### config.mk
export PLATFORM = sky130hd
export DESIGN_NAME = tdm_two_part_sel
export DESIGN_NICKNAME = d
export VERILOG_FILES = /design/src/rtl/tps_pkg.sv /design/src/rtl/tps_slot_ctr.sv /design/src/rtl/tps_part_dec.sv /design/src/rtl/tps_dir.sv /design/src/rtl/tdm_two_part_sel.sv
export SDC_FILE = /design/constraint.sdc
export NUM_CORES = 1
export LEC_CHECK = 0
export BUFFER_PORTS_ARGS = -buffer_cell sky130_fd_sc_hd__buf_4
export CAP_MARGIN = 20
export CORE_MARGIN = 2
export CORE_UTILIZATION = 35
export DETAILED_ROUTE_END_ITERATION = 16
export PLACE_DENSITY = 0.7
export SETUP_SLACK_MARGIN = 0.15
export SYNTH_ARGS = -nofsm -noshare
export SYNTH_HDL_FRONTEND = slang
export SYNTH_HIERARCHICAL = 1
export SYNTH_SLANG_ARGS = --single-unit
### constraint.sdc
create_clock -name clk -period 5.4 [get_ports clk]
set_clock_uncertainty 0.05 [all_clocks]
set_input_delay 1.08 -clock clk [delete_from_list [all_inputs] [get_ports clk]]
set_output_delay 1.08 -clock clk [all_outputs]
set_load 0.005 [all_outputs]
### src/rtl/tps_pkg.sv
package tps_pkg;
  localparam int MAX_CH   = 128;
  localparam int BLK_SZ   = 16;
  localparam int CH_W     = $clog2(MAX_CH);
  localparam int OFF_W    = $clog2(BLK_SZ);
  localparam int BLK_W    = CH_W - OFF_W;
  localparam int WL_W     = 5;

  typedef logic [CH_W-1:0]   ch_t;
  typedef logic [BLK_W-1:0]  blk_t;
  typedef logic [BLK_SZ-1:0] mask_t;

  // block index of a channel
  function automatic blk_t blk_of(input ch_t ch);
    return ch[CH_W-1:OFF_W];
  endfunction

  // block owned by a partition: A forced even, B forced odd
  function automatic blk_t part_block(input blk_t sel, input logic is_b);
    return {sel[BLK_W-1:1], is_b};
  endfunction

  // slot enable for a channel given the owning partition
  function automatic logic slot_enable(input ch_t ch, input logic is_b,
                                       input blk_t sel_a, input blk_t sel_b,
                                       input mask_t m_a, input mask_t m_b);
    blk_t  want;
    mask_t m;
    want = is_b ? part_block(sel_b, 1'b1) : part_block(sel_a, 1'b0);
    m    = is_b ? m_b : m_a;
    return (blk_of(ch) == want) && m[ch[OFF_W-1:0]];
  endfunction
endpackage

### src/rtl/tps_slot_ctr.sv
module tps_slot_ctr
  import tps_pkg::*;
#(
  parameter int WLW = WL_W
) (
  input  logic           clk,
  input  logic           rst_n,
  input  logic           bit_en,
  input  logic           fsync,
  input  logic [WLW-1:0] word_len_m1,
  input  ch_t            frame_len_m1,
  output logic           active,
  output ch_t            ch_num,
  output logic           part_b,
  output logic           slot_last,
  output logic           frame_last,
  output logic           blk_wrap
);
  logic [WLW-1:0] bit_cnt;

  assign slot_last  = active && (bit_cnt >= word_len_m1);
  assign frame_last = slot_last && (ch_num >= frame_len_m1);
  assign blk_wrap   = slot_last && (ch_num[OFF_W-1:0] == OFF_W'(BLK_SZ-1));

  always_ff @(posedge clk) begin
    if (!rst_n) begin
      active  <= 1'b0;
      ch_num  <= '0;
      bit_cnt <= '0;
      part_b  <= 1'b0;
    end else if (bit_en) begin
      if (fsync) begin
        active  <= 1'b1;
        ch_num  <= '0;
        bit_cnt <= '0;
        part_b  <= 1'b0;
      end else if (active) begin
        if (slot_last) begin
          bit_cnt <= '0;
          if (frame_last) begin
            active <= 1'b0;
          end else begin
            ch_num <= ch_num + 1'b1;
            if (blk_wrap) part_b <= ~part_b;
          end
        end else begin
          bit_cnt <= bit_cnt + 1'b1;
        end
      end
    end
  end
endmodule

### src/rtl/tps_part_dec.sv
module tps_part_dec
  import tps_pkg::*;
(
  input  logic  active,
  input  ch_t   ch_num,
  input  logic  part_b,
  input  blk_t  blk_a,
  input  blk_t  blk_b,
  input  mask_t mask_a,
  input  mask_t mask_b,
  output logic  ch_en
);
  assign ch_en = active && slot_enable(ch_num, part_b, blk_a, blk_b, mask_a, mask_b);
endmodule

### src/rtl/tps_dir.sv
module tps_dir
  import tps_pkg::*;
(
  input  logic            clk,
  input  logic            rst_n,
  input  logic            bit_en,
  input  logic            fsync,
  input  logic [WL_W-1:0] word_len_m1,
  input  ch_t             frame_len_m1,
  input  blk_t            blk_a,
  input  blk_t            blk_b,
  input  mask_t           mask_a,
  input  mask_t           mask_b,
  output logic            active,
  output ch_t             ch_num,
  output logic            part_b,
  output logic            ch_en
);
  logic slot_last, frame_last, blk_wrap;

  tps_slot_ctr #(.WLW(WL_W)) u_ctr (
    .clk(clk), .rst_n(rst_n), .bit_en(bit_en), .fsync(fsync),
    .word_len_m1(word_len_m1), .frame_len_m1(frame_len_m1),
    .active(active), .ch_num(ch_num), .part_b(part_b),
    .slot_last(slot_last), .frame_last(frame_last), .blk_wrap(blk_wrap)
  );

  tps_part_dec u_dec (
    .active(active), .ch_num(ch_num), .part_b(part_b),
    .blk_a(blk_a), .blk_b(blk_b), .mask_a(mask_a), .mask_b(mask_b),
    .ch_en(ch_en)
  );
endmodule

### src/rtl/tdm_two_part_sel.sv
module tdm_two_part_sel
  import tps_pkg::*;
(
  input  logic        clk,
  input  logic        rst_n,
  input  logic        rx_bit_en,
  input  logic        rx_fsync,
  input  logic [4:0]  rx_word_len_m1,
  input  logic [6:0]  rx_frame_len_m1,
  input  logic [2:0]  rx_blk_a,
  input  logic [2:0]  rx_blk_b,
  input  logic [15:0] rx_mask_a,
  input  logic [15:0] rx_mask_b,
  output logic        rx_active,
  output logic [6:0]  rx_ch_num,
  output logic        rx_part_b,
  output logic        rx_ch_en,
  input  logic        tx_bit_en,
  input  logic        tx_fsync,
  input  logic [4:0]  tx_word_len_m1,
  input  logic [6:0]  tx_frame_len_m1,
  input  logic [2:0]  tx_blk_a,
  input  logic [2:0]  tx_blk_b,
  input  logic [15:0] tx_mask_a,
  input  logic [15:0] tx_mask_b,
  output logic        tx_active,
  output logic [6:0]  tx_ch_num,
  output logic        tx_part_b,
  output logic        tx_ch_en
);
  // each direction has its own independent selector
  tps_dir u_rx (
    .clk(clk), .rst_n(rst_n), .bit_en(rx_bit_en), .fsync(rx_fsync),
    .word_len_m1(rx_word_len_m1), .frame_len_m1(rx_frame_len_m1),
    .blk_a(rx_blk_a), .blk_b(rx_blk_b), .mask_a(rx_mask_a), .mask_b(rx_mask_b),
    .active(rx_active), .ch_num(rx_ch_num), .part_b(rx_part_b), .ch_en(rx_ch_en)
  );

  tps_dir u_tx (
    .clk(clk), .rst_n(rst_n), .bit_en(tx_bit_en), .fsync(tx_fsync),
    .word_len_m1(tx_word_len_m1), .frame_len_m1(tx_frame_len_m1),
    .blk_a(tx_blk_a), .blk_b(tx_blk_b), .mask_a(tx_mask_a), .mask_b(tx_mask_b),
    .active(tx_active), .ch_num(tx_ch_num), .part_b(tx_part_b), .ch_en(tx_ch_en)
  );
endmodule

[Yosys cells after proc, flatten, opt, wreduce, memory -nomap -nowiden]
Cells that the tools add are included.
Storage, ports and cells
  word-level logic and storage cells: 88
  bits in registers: 28
  input bits: 106
  output and inout bits: 20
Operators by class
  order comparisons: 6
  reductions and logical operators: 22
  bitwise gates (word level): 2
  multiplexer cells: 40
  add/subtract/negate cells: 4
  equal/unequal tests: 6
Operators by type and width (number)
  two-way mux 7 bit: 8
  two-way mux 16 bit: 2
  two-way mux 5 bit: 6
  two-way mux 1 bit: 20
  adder 7 x 1 -> 7 bit, second input constant: 2
  >= comparator 7 bit: 2
  nonzero test 2 bit: 6
  adder 5 x 1 -> 5 bit, second input constant: 2
  >= comparator 5 bit: 2
  logical AND 1 bit: 10
  less-than comparator 4 x 5 -> 1 bit, second input constant: 2
  AND reduction 5 bit: 2
  binary-select mux 1 bit (select 4 bit): 2
  equality test 4 bit, second input constant: 2
  AND reduction 4 bit: 2
  equality test 3 bit: 2
  two-way mux 3 bit: 2
  != test 2 bit, second input constant: 2
  AND reduction 2 bit: 2
  inverter 1 bit: 2

[Longest topological paths before layout]
Gate-level depths: netlist of the first run.
  depth in word-level cells: 8
  gate-level depth with buffers: 8

[Modules after synthesis]
The synthesis of the first run kept the hierarchy.
By module, submodules not included
  tps_slot_ctr: cells each 132, instances 2, sequential area each 280.3 sq um, area an instance 1094.8 sq um
  tps_part_dec: cells each 31, instances 2, sequential area each 0.0 sq um, area an instance 357.8 sq um

[Least setup slack after synthesis of the first run]
Ideal clock, no wire load.
  kind: input -> output
  start: input rx_mask_b[6]
  end: output rx_ch_en
  path buffers: 0
  slack: 2.302 ns
  stages: 4
  arrival time: 1.968 ns
  path through: mux4_1 > mux2i_1 > mux2i_1 > o211a_1
Between the ends
  longest elaborated chain between the ends: 5
RTL lines
  from (decl): RTL line tdm_two_part_sel.sv:13  | input logic [15:0] rx_mask_b,
  two-way mux 16 bit: RTL line tps_pkg.sv:30  | m = is_b ? m_b : m_a;
  binary-select mux 1 bit (select 4 bit): RTL line tps_pkg.sv:31  | return (blk_of(ch) == want) && m[ch[OFF_W-1:0]];
  two-way mux 1 bit (not written as such): RTL line tps_pkg.sv:31
  logical AND 1 bit: RTL line tps_pkg.sv:31
  logical AND 1 bit: RTL line tps_part_dec.sv:13  | assign ch_en = active && slot_enable(ch_num, part_b, blk_a, blk_b, mask_a, mask_b);
  to (decl): RTL line tdm_two_part_sel.sv:17  | output logic rx_ch_en,
No other way between the ends. The select of a mux whose other input is x is not followed.

[Worst setup path after layout of the first run]
  start: input tx_mask_b[2]
  end: output tx_ch_en
Between the ends
  longest elaborated chain between the ends: 5
RTL lines
  from (decl): RTL line tdm_two_part_sel.sv:25  | input logic [15:0] tx_mask_b,
  two-way mux 16 bit: RTL line tps_pkg.sv:30
  binary-select mux 1 bit (select 4 bit): RTL line tps_pkg.sv:31
  two-way mux 1 bit (not written as such): RTL line tps_pkg.sv:31
  logical AND 1 bit: RTL line tps_pkg.sv:31
  logical AND 1 bit: RTL line tps_part_dec.sv:13
  to (decl): RTL line tdm_two_part_sel.sv:29  | output logic tx_ch_en
No other way between the ends. The select of a mux whose other input is x is not followed.

==> flow_metrics.py, run 1 <==
metrics = {
    "sta": {
        "setup_viol": 0,
        "hold_violations": 0,
        "fmax_ghz": 0.293,
        "post-route-min-period_ns": 3.42,
        "relSlewSlack_pct": 55.6,
        "rsz0062_at_grt": "false",
        "setup_tns_ns": 0,
        "holdWs_ns": 0.489,
        "drv_slew": 0,
        "worst_slew_pin_slew_ns": 0.665,
        "finalCritPeriodShare_pct": 63.3,
        "layout_setup_ws_ns": 1.98,
    },
    "floorplan": {
        "top_level_ports": 126,
        "initial_utilization_pct": 35.7,
        "design.core.area_um2": 8090,
        "die_w_um": 94.9,
        "core.rowCount": 33,
        "die_h_um": 94.9,
        "dieArea_um2": 9000,
    },
    "clocking": {
        "numCtsBuffers": 3,
        "post_cts_buffers": 0,
        "path_clk_slew_ns": 0.10,
        "cts_tree": "built",
        "cts.sinks": 28,
        "cts_buffer_depth": 2,
        "htreeDepth": 1,
        "cts_resized": 0,
        "clock_latency_ns": 0.28,
        "cts_hold_buf": 0,
        "clock-root-buffer": "clkbuf_8",
    },
    "power_and_ir_drop": {
        "fin_total_pwr_uw": 498,
        "vdd_drop_max_v": 0.000114,
        "p_leak_uw": 0.00176,
        "cellPowerDensity_nw_per_um2": 127,
    },
    "global_route": {
        "grt_use_total_pct": 16.4,
        "antenna_found_initial": 0,
        "grt_pass1_vias": 2747,
        "grt_overflow": 0,
        "grt_max_degree": 29,
        "grt_pass1_wl_um": 12100,
    },
    "route": {
        "firstDrtPassIters": 4,
        "viasPerCell": 5.37,
        "route.met2.wl_um": 4230,
        "drc_errors": 0,
        "wirelength_um": 7700,
        "avgRoutedWirePerCell_um": 14.3,
        "drt-initial-drc-count": 108,
        "topRoutingLayerUsed": "met4",
        "route.layer.met1.wl_um": 3210,
        "final_antenna_net_count": 0,
        "vias": 2900,
        "wl_met3_um": 221,
    },
    "layout": {
        "area_growth_pct": 35.6,
        "fill_cells": 813,
        "layout-drive-gt1-share_pct": 38.4,
        "layout_commonest_cell": "buf_4",
        "antenna_cells": 0,
        "final_util_pct": 48.4,
        "finalNetCount": 570,
        "layout_common_cells": "buf_4, inv_1, ha_1, dfxtp_1, nand2_1",
    },
    "worst_setup_path": {
        "setup.worst_path.start_class": "input pin",
        "crit_required_ns": 4.27,
        "max_stage_delay_ns": 0.49,
        "critPathBufInv": 2,
        "critPathSlowestCell": "mux4_1",
        "worstPathMaxFanout": 1,
        "cp_data_arrival_time_ns": 2.29,
        "critPathTopFamily": "multiplexers",
        "endpoint_kind": "output pin",
        "path_cells": "buf_4 > mux4_1 > mux2i_1 > mux2i_1 > o211a_1 > buf_4",
        "path_class": "input pin to output pin",
    },
    "flow_run": {
        "drv_cap": 0,
    },
    "placed_design": {
        "portBuffers": 121,
        "gp_congestion": 0.798,
        "post-place-ws_ns": 1.98,
        "dp_hpwl_um": 6110,
    },
    "logic_synthesis": {
        "yosys_warnings": 6,
        "synth.net_count": 456,
        "syn-cell-area_um2": 2890,
        "syn_area_per_cell_um2": 8.98,
        "syn_inst": 322,
    },
    "min_path": {
        "hold_path_class": "flip-flop to flip-flop",
    },
    "run_status": {
        "status": "finished clean",
    },
}
-- routing by layer --
metal | global-route usage [%] | vias to the layer above
met4 | 1.93 | 0
met3 | 3.03 | 4
met5 | 0 | -
li1 | - | 1456
met1 | 19.5 | 1408
met2 | 31.1 | 32
-- registers in the layout, indices dropped and copies added, names as in the netlist --
| name | cells |
|---|---|
| u_tx/u_ctr/active | 1 |
| u_tx/u_ctr/part_b | 1 |
| u_tx/u_ctr/ch_num | 7 |
| u_rx/u_ctr/bit_cnt | 5 |
| u_tx/u_ctr/bit_cnt | 5 |
| u_rx/u_ctr/ch_num | 7 |
| u_rx/u_ctr/active | 1 |
| u_rx/u_ctr/part_b | 1 |
-- where the power goes --
| group | total [µW] | switching, µW | internal, µW | leakage [µW] |
|---|---|---|---|---|
| Combinational | 118 | 45.1 | 73.3 | 0.00150 |
| Sequential | 213 | 3.71 | 209 | 0.000226 |
| Clock | 167 | 68.1 | 99.3 | 0.0000357 |
-- final cells by class --
| type | count | area, µm² | share of cell area [%] |
|---|---|---|---|
| clock buffers | 3 | 41.3 | 1.05 |
| clock inverters | 1 | 30.0 | 0.766 |
| inverters | 34 | 138 | 3.51 |
| multi-input cells | 248 | 2110 | 53.8 |
| flip-flops and latches | 28 | 561 | 14.3 |
| well taps | 105 | 131 | 3.35 |
| repair buffers | 121 | 908 | 23.2 |
-- worst reg2reg max path: cells and delay by family (launching register included) --
kind | cells | cell delay, ns
compound gates | 4 | 1.00
flops | 1 | 0.71
fa+ha+maj | 1 | 0.28
simple gates | 1 | 0.15
buf+inv | 1 | 0.10
-- path summary, 6_finish.rpt --
path / start / end / slack (ns) / cells past startpoint
hold / removal: u_rx/u_ctr/bit_cnt[4] / u_rx/u_ctr/bit_cnt[4] / 0.49 / 2
hold reg to reg: u_rx/u_ctr/bit_cnt[4] / u_rx/u_ctr/bit_cnt[4] / 0.49 / 2
setup reg to reg: u_tx/u_ctr/ch_num[0] / u_tx/u_ctr/ch_num[2] / 3.00 / 7
setup / recovery: tx_mask_b[2] / tx_ch_en / 1.98 / 6
-- per-stage QoR --
stage	instance area, µm²	std cells
floorplan	2890	322
global placement	3850	536
detailed placement	3850	536
CTS	3920	540
global route	3920	540
finish	3920	540
Note: power is estimated with default switching activity, not from simulation.
==> run 2, diff against run 1 <==
==> constraint.sdc (replaced) <==
create_clock -name clk -period 3.4 [get_ports clk]
set_clock_uncertainty 0.05 [all_clocks]
set_input_delay 0.68 -clock clk [delete_from_list [all_inputs] [get_ports clk]]
set_output_delay 0.68 -clock clk [all_outputs]
set_load 0.005 [all_outputs]
==> run 2 against run 1 <==
Utilization rose by 0.19 points. Total power increased by 59%. Largest cell class unchanged. Die area unchanged. Non-clock buffer count grew 2. Flip-flop and latch count is the same. Via count increased by 0.93%.
==> flow_metrics.py, run 2 (synthesized netlist as in run 1, its figures left out) <==
metrics = {
    "floorplan": {
        "top_level_ports": 126,
        "dieArea_um2": 9000,
        "core.rowCount": 33,
        "die_h_um": 94.9,
        "die_w_um": 94.9,
        "design.core.area_um2": 8090,
        "initial_utilization_pct": 35.7,
    },
    "min_path": {
        "whs_path_depth": 2,
        "hold_path_class": "flip-flop to flip-flop",
    },
    "worst_setup_path": {
        "ff2ff_path_depth": 8,
        "critPathCapture": "tx_ch_en",
        "rr_startpoint": "u_rx/u_ctr/ch_num[0]",
        "startpoint": "u_tx/u_ctr/part_b",
        "cp_data_arrival_time_ns": 2.26,
        "r2r_end": "u_rx/u_ctr/ch_num[2]",
        "setup.worst_path.start_class": "flip-flop",
        "crit_required_ns": 2.67,
        "path_class": "flip-flop to output pin",
        "endpoint_kind": "output pin",
        "reg2reg_slack_ns": 0.99,
        "worstPathMaxFanout": 16,
    },
    "global_route": {
        "grt_use_total_pct": 16.9,
        "antenna_found_initial": 0,
        "grt_pass1_vias": 2772,
        "grt_overflow": 0,
        "grt_pass1_wl_um": 12400,
        "grt_max_degree": 29,
    },
    "route": {
        "wirelength_um": 7800,
        "vias": 2927,
        "avgRoutedWirePerCell_um": 14.4,
        "firstDrtPassIters": 5,
        "final_antenna_net_count": 0,
        "drt-initial-drc-count": 111,
        "drc_errors": 0,
        "viasPerCell": 5.40,
    },
    "sta": {
        "hold_violations": 0,
        "holdWs_ns": 0.479,
        "rsz0062_at_grt": "false",
        "setup_tns_ns": 0,
        "worst_slew_pin_slew_ns": 0.640,
        "fmax_ghz": 0.334,
        "post-route-min-period_ns": 2.99,
        "setup_viol": 0,
        "relSlewSlack_pct": 57.3,
        "drv_slew": 0,
        "finalCritPeriodShare_pct": 88.0,
    },
    "clocking": {
        "clock_latency_ns": 0.27,
        "path_clk_slew_ns": 0.10,
        "cts_hold_buf": 0,
        "htreeDepth": 1,
        "cts_buffer_depth": 2,
        "post_cts_buffers": 0,
        "clock-root-buffer": "clkbuf_8",
        "numCtsBuffers": 3,
        "cts.sinks": 28,
        "cts_tree": "built",
        "cts_resized": 0,
    },
    "layout": {
        "finalNetCount": 572,
        "layout_common_cells": "buf_4, inv_1, ha_1, dfxtp_1, nand2_1",
        "layout-drive-gt1-share_pct": 38.7,
        "area_growth_pct": 36.1,
        "top_regs": "u_rx/u_ctr/ch_num x7, u_tx/u_ctr/ch_num x7",
        "layout_commonest_cell": "buf_4",
        "antenna_cells": 0,
        "final_cells": 542,
    },
    "flow_run": {
        "drv_cap": 0,
    },
    "run_status": {
        "status": "finished clean",
    },
    "power_and_ir_drop": {
        "vdd_drop_max_v": 0.000187,
        "p_leak_uw": 0.00177,
        "power.internal_uw": 606,
        "swShare_pct": 23.4,
        "p_sw_uw": 185,
        "cellPowerDensity_nw_per_um2": 201,
        "comb_power_share_pct": 24.0,
        "pwr-share-clk_pct": 33.4,
        "seq_power_share_pct": 42.6,
    },
    "placed_design": {
        "portBuffers": 121,
        "dp_hpwl_um": 6200,
        "placed_cells": 538,
        "gp_congestion": 0.802,
    },
}
run 2: changes by cell type in the layout (fill, tap and decap cells not counted), sizes merged:
cell and delta:
buf +2
run 2: stage by stage:
| stage | setup WS [ns] | area, µm² | utilization (%) | total power [µW] |
|---|---|---|---|---|
| after global placement | 0.720 | 3860 | 47.7 | 528 |
| after detailed placement | 0.702 | 3860 | 47.7 | 536 |
| after floorplan | 1.10 | 2890 | - | 425 |
| after CTS | 0.373 | 3930 | 48.6 | 801 |
| final | 0.409 | 3930 | 48.6 | 792 |
| after global routing | 0.195 | 3930 | 48.6 | 835 |
run 2: worst min path at each step:
stage	startpoint	endpoint
after floorplan	u_rx/u_ctr/bit_cnt[4]	u_rx/u_ctr/bit_cnt[4]
after global placement	u_tx/u_ctr/bit_cnt[4]	u_tx/u_ctr/bit_cnt[4]
after detailed placement	u_rx/u_ctr/bit_cnt[4]	u_rx/u_ctr/bit_cnt[4]
after CTS	u_tx/u_ctr/bit_cnt[1]	u_tx/u_ctr/bit_cnt[1]
after global routing	u_tx/u_ctr/bit_cnt[1]	u_tx/u_ctr/bit_cnt[1]
final	u_tx/u_ctr/bit_cnt[1]	u_tx/u_ctr/bit_cnt[1]
run 2: critical path: stages (launching register included):
cell	delay, ns
dfxtp_1	0.74
mux4_1	0.64
mux2i_1	0.14
mux2i_1	0.10
o211a_1	0.23
buf_4	0.13
run 2: final cells by class:
class	count	area, µm²
Fill cell	802	4160
Tap cell	105	131
Multi-Input combinational cell	248	2110
Timing Repair Buffer	123	923
Inverter	34	138
Sequential cell	28	561
Clock buffer	3	41.3
Clock inverter	1	30.0
run 2: power by group through the flow:
| stage | clock, µW | combinational (µW) | sequential [µW] |
|---|---|---|---|
| floorplan | 0 | 80.7 | 344 |
| global placement | 0 | 182 | 345 |
| detailed placement | 0 | 190 | 345 |
| CTS | 273 | 191 | 338 |
| global route | 288 | 209 | 339 |
| finish | 264 | 190 | 338 |
run 2: routing by layer:
layer	global-route usage [%]	wire [µm]
met3	2.95	227
met5	0	0
met4	1.93	57
met2	31.3	4230
met1	20.8	3280
==> run 3, diff against run 2 <==
--- a/config.mk
+++ b/config.mk
@@ -8,9 +8,9 @@
 export BUFFER_PORTS_ARGS = -buffer_cell sky130_fd_sc_hd__buf_4
 export CAP_MARGIN = 20
 export CORE_MARGIN = 2
-export CORE_UTILIZATION = 35
+export CORE_UTILIZATION = 40
 export DETAILED_ROUTE_END_ITERATION = 16
-export PLACE_DENSITY = 0.7
+export PLACE_DENSITY = 0.77
 export SETUP_SLACK_MARGIN = 0.15
 export SYNTH_ARGS = -nofsm -noshare
 export SYNTH_HDL_FRONTEND = slang
==> run 3 against run 2 <==
Global-route usage up 2.2 points. Cell count fell by 1.8%. Sequential power hardly changed. Largest cell class unchanged. Largest power group unchanged.
==> flow_metrics.py, run 3 (synthesized netlist as in run 1, its figures left out) <==
metrics = {
    "worst_setup_path": {
        "critPathTopFamily": "multiplexers",
        "crit_required_ns": 2.67,
        "crit_top_cell": "mux2i_1",
        "ff2ff_path_depth": 7,
        "critPathBufInv": 1,
        "path_cells": "mux4_1 > mux2i_1 > mux2i_1 > o211a_1 > buf_4",
        "path_class": "flip-flop to output pin",
        "cp_data_arrival_time_ns": 2.28,
        "critPathSlowestCell": "dfxtp_1",
        "endpoint_kind": "output pin",
        "max_stage_delay_ns": 0.73,
        "r2r_end": "u_tx/u_ctr/ch_num[2]",
        "reg2reg_slack_ns": 0.95,
        "setup.worst_path.start_class": "flip-flop",
        "rr_startpoint": "u_tx/u_ctr/ch_num[0]",
        "worstPathMaxFanout": 16,
    },
    "global_route": {
        "grt_use_total_pct": 19.1,
        "grt_overflow": 0,
        "antenna_found_initial": 0,
        "grt_pass1_vias": 2763,
        "grt_pass1_wl_um": 12300,
        "grt_max_degree": 29,
    },
    "placed_design": {
        "dp_hpwl_um": 6140,
        "placed_cells": 528,
        "gp_congestion": 0.805,
        "portBuffers": 121,
    },
    "route": {
        "wirelength_um": 7760,
        "firstDrtPassIters": 5,
        "vias": 2953,
        "final_antenna_net_count": 0,
        "avgRoutedWirePerCell_um": 14.6,
        "drt-initial-drc-count": 156,
        "drc_errors": 0,
        "viasPerCell": 5.55,
    },
    "sta": {
        "setup_viol": 0,
        "setup_tns_ns": 0,
        "finalCritPeriodShare_pct": 88.6,
        "hold_violations": 0,
        "worst_slew_pin_slew_ns": 0.620,
        "fmax_ghz": 0.332,
        "post-route-min-period_ns": 3.01,
        "rsz0062_at_grt": "false",
        "relSlewSlack_pct": 58.6,
        "drv_slew": 0,
    },
    "clocking": {
        "clock-root-buffer": "clkbuf_8",
        "cts_hold_buf": 0,
        "post_cts_buffers": 0,
        "path_clk_slew_ns": 0.10,
        "cts_resized": 0,
        "clock_latency_ns": 0.28,
        "htreeDepth": 1,
        "cts_buffer_depth": 2,
        "numCtsBuffers": 3,
        "cts_tree": "built",
        "cts.sinks": 28,
    },
    "power_and_ir_drop": {
        "fin_total_pwr_uw": 793,
        "cellPowerDensity_nw_per_um2": 203,
        "p_leak_uw": 0.00176,
        "vdd_drop_max_v": 0.000117,
    },
    "layout": {
        "top_regs": "u_rx/u_ctr/ch_num x7, u_tx/u_ctr/ch_num x7",
        "fill_cells": 662,
        "final_util_pct": 56.7,
        "regArea_um2": 561,
        "layout_commonest_cell": "buf_4",
        "layout_common_cells": "buf_4, inv_1, ha_1, dfxtp_1, nand2_1",
        "multi_input_area_um2": 2110,
        "finalNetCount": 571,
        "antenna_cells": 0,
        "layout-drive-gt1-share_pct": 38.5,
        "final_cells": 532,
        "area_growth_pct": 35.5,
    },
    "min_path": {
        "whs_path_depth": 2,
        "hold_start": "u_rx/u_ctr/bit_cnt[1]",
        "holdPathEnd": "u_rx/u_ctr/bit_cnt[1]",
        "hold_path_class": "flip-flop to flip-flop",
    },
    "floorplan": {
        "die_h_um": 89.0,
        "design.core.area_um2": 6910,
        "initial_utilization_pct": 41.8,
        "dieArea_um2": 7920,
        "core.rowCount": 30,
        "top_level_ports": 126,
        "die_w_um": 89.0,
    },
    "run_status": {
        "status": "finished clean",
    },
    "flow_run": {
        "drv_cap": 0,
    },
}
## run 3: changes by cell type in the layout (fill, tap and decap cells not counted)
cell   change
buf_4      -1
## run 3: final cells by class
| class | count | area share [%] |
|---|---|---|
| multi-input combinational | 248 | 53.9 |
| timing repair buffer | 122 | 23.4 |
| sequential | 28 | 14.3 |
| inverter | 34 | 3.52 |
| tap | 96 | 3.07 |
| clock buffer | 3 | 1.05 |
| clock inverter | 1 | 0.767 |
## run 3: layer usage
metal  part of all wire, %  GRT usage (%)  up-vias
met5                     0              0        -
met4                   1.2           6.38        0
met3                   3.9           1.11        8
met2                    53           34.1       94
met1                    42           24.5     1391
li1                      -              -     1460
## run 3: report_power, final
part / leakage [µW] / total, µW / switching, µW / internal [µW]
sequential: 0.000226 / 338 / 6.09 / 332
clock: 0.0000357 / 266 / 109 / 158
combinational: 0.00150 / 189 / 72.9 / 116
total: 0.00176 / 793 / 188 / 606
## run 3: worst max-delay path by stage
stage                           start  endpoint  depth (start not counted)  slack, ns
floorplan                rx_mask_b[6]  rx_ch_en                          4       1.10
global placement    u_rx/u_ctr/part_b  rx_ch_en                          5       0.76
detailed placement  u_rx/u_ctr/part_b  rx_ch_en                          5       0.70
CTS                 u_rx/u_ctr/part_b  rx_ch_en                          5       0.39
global route        u_tx/u_ctr/part_b  tx_ch_en                          5       0.27
finish              u_tx/u_ctr/part_b  tx_ch_en                          5       0.39
## run 3: stage by stage
step	cell area, µm²	setup slack [ns]	hold WS (ns)
floorplan	2890	1.10	0.433
finish	3920	0.386	0.477
detailed placement	3840	0.702	0.463
CTS	3920	0.385	0.482
global placement	3840	0.756	0.454
global route	3920	0.269	0.515
## run 3: worst reg2reg max path, cell delays in order (launching register included)
cell and delay (ns):
dfxtp_1 0.71, inv_1 0.11, ha_1 0.28, nand2b_1 0.15, a31oi_2 0.27, o21a_2 0.31
a311oi_1 0.12, a311o_2 0.35
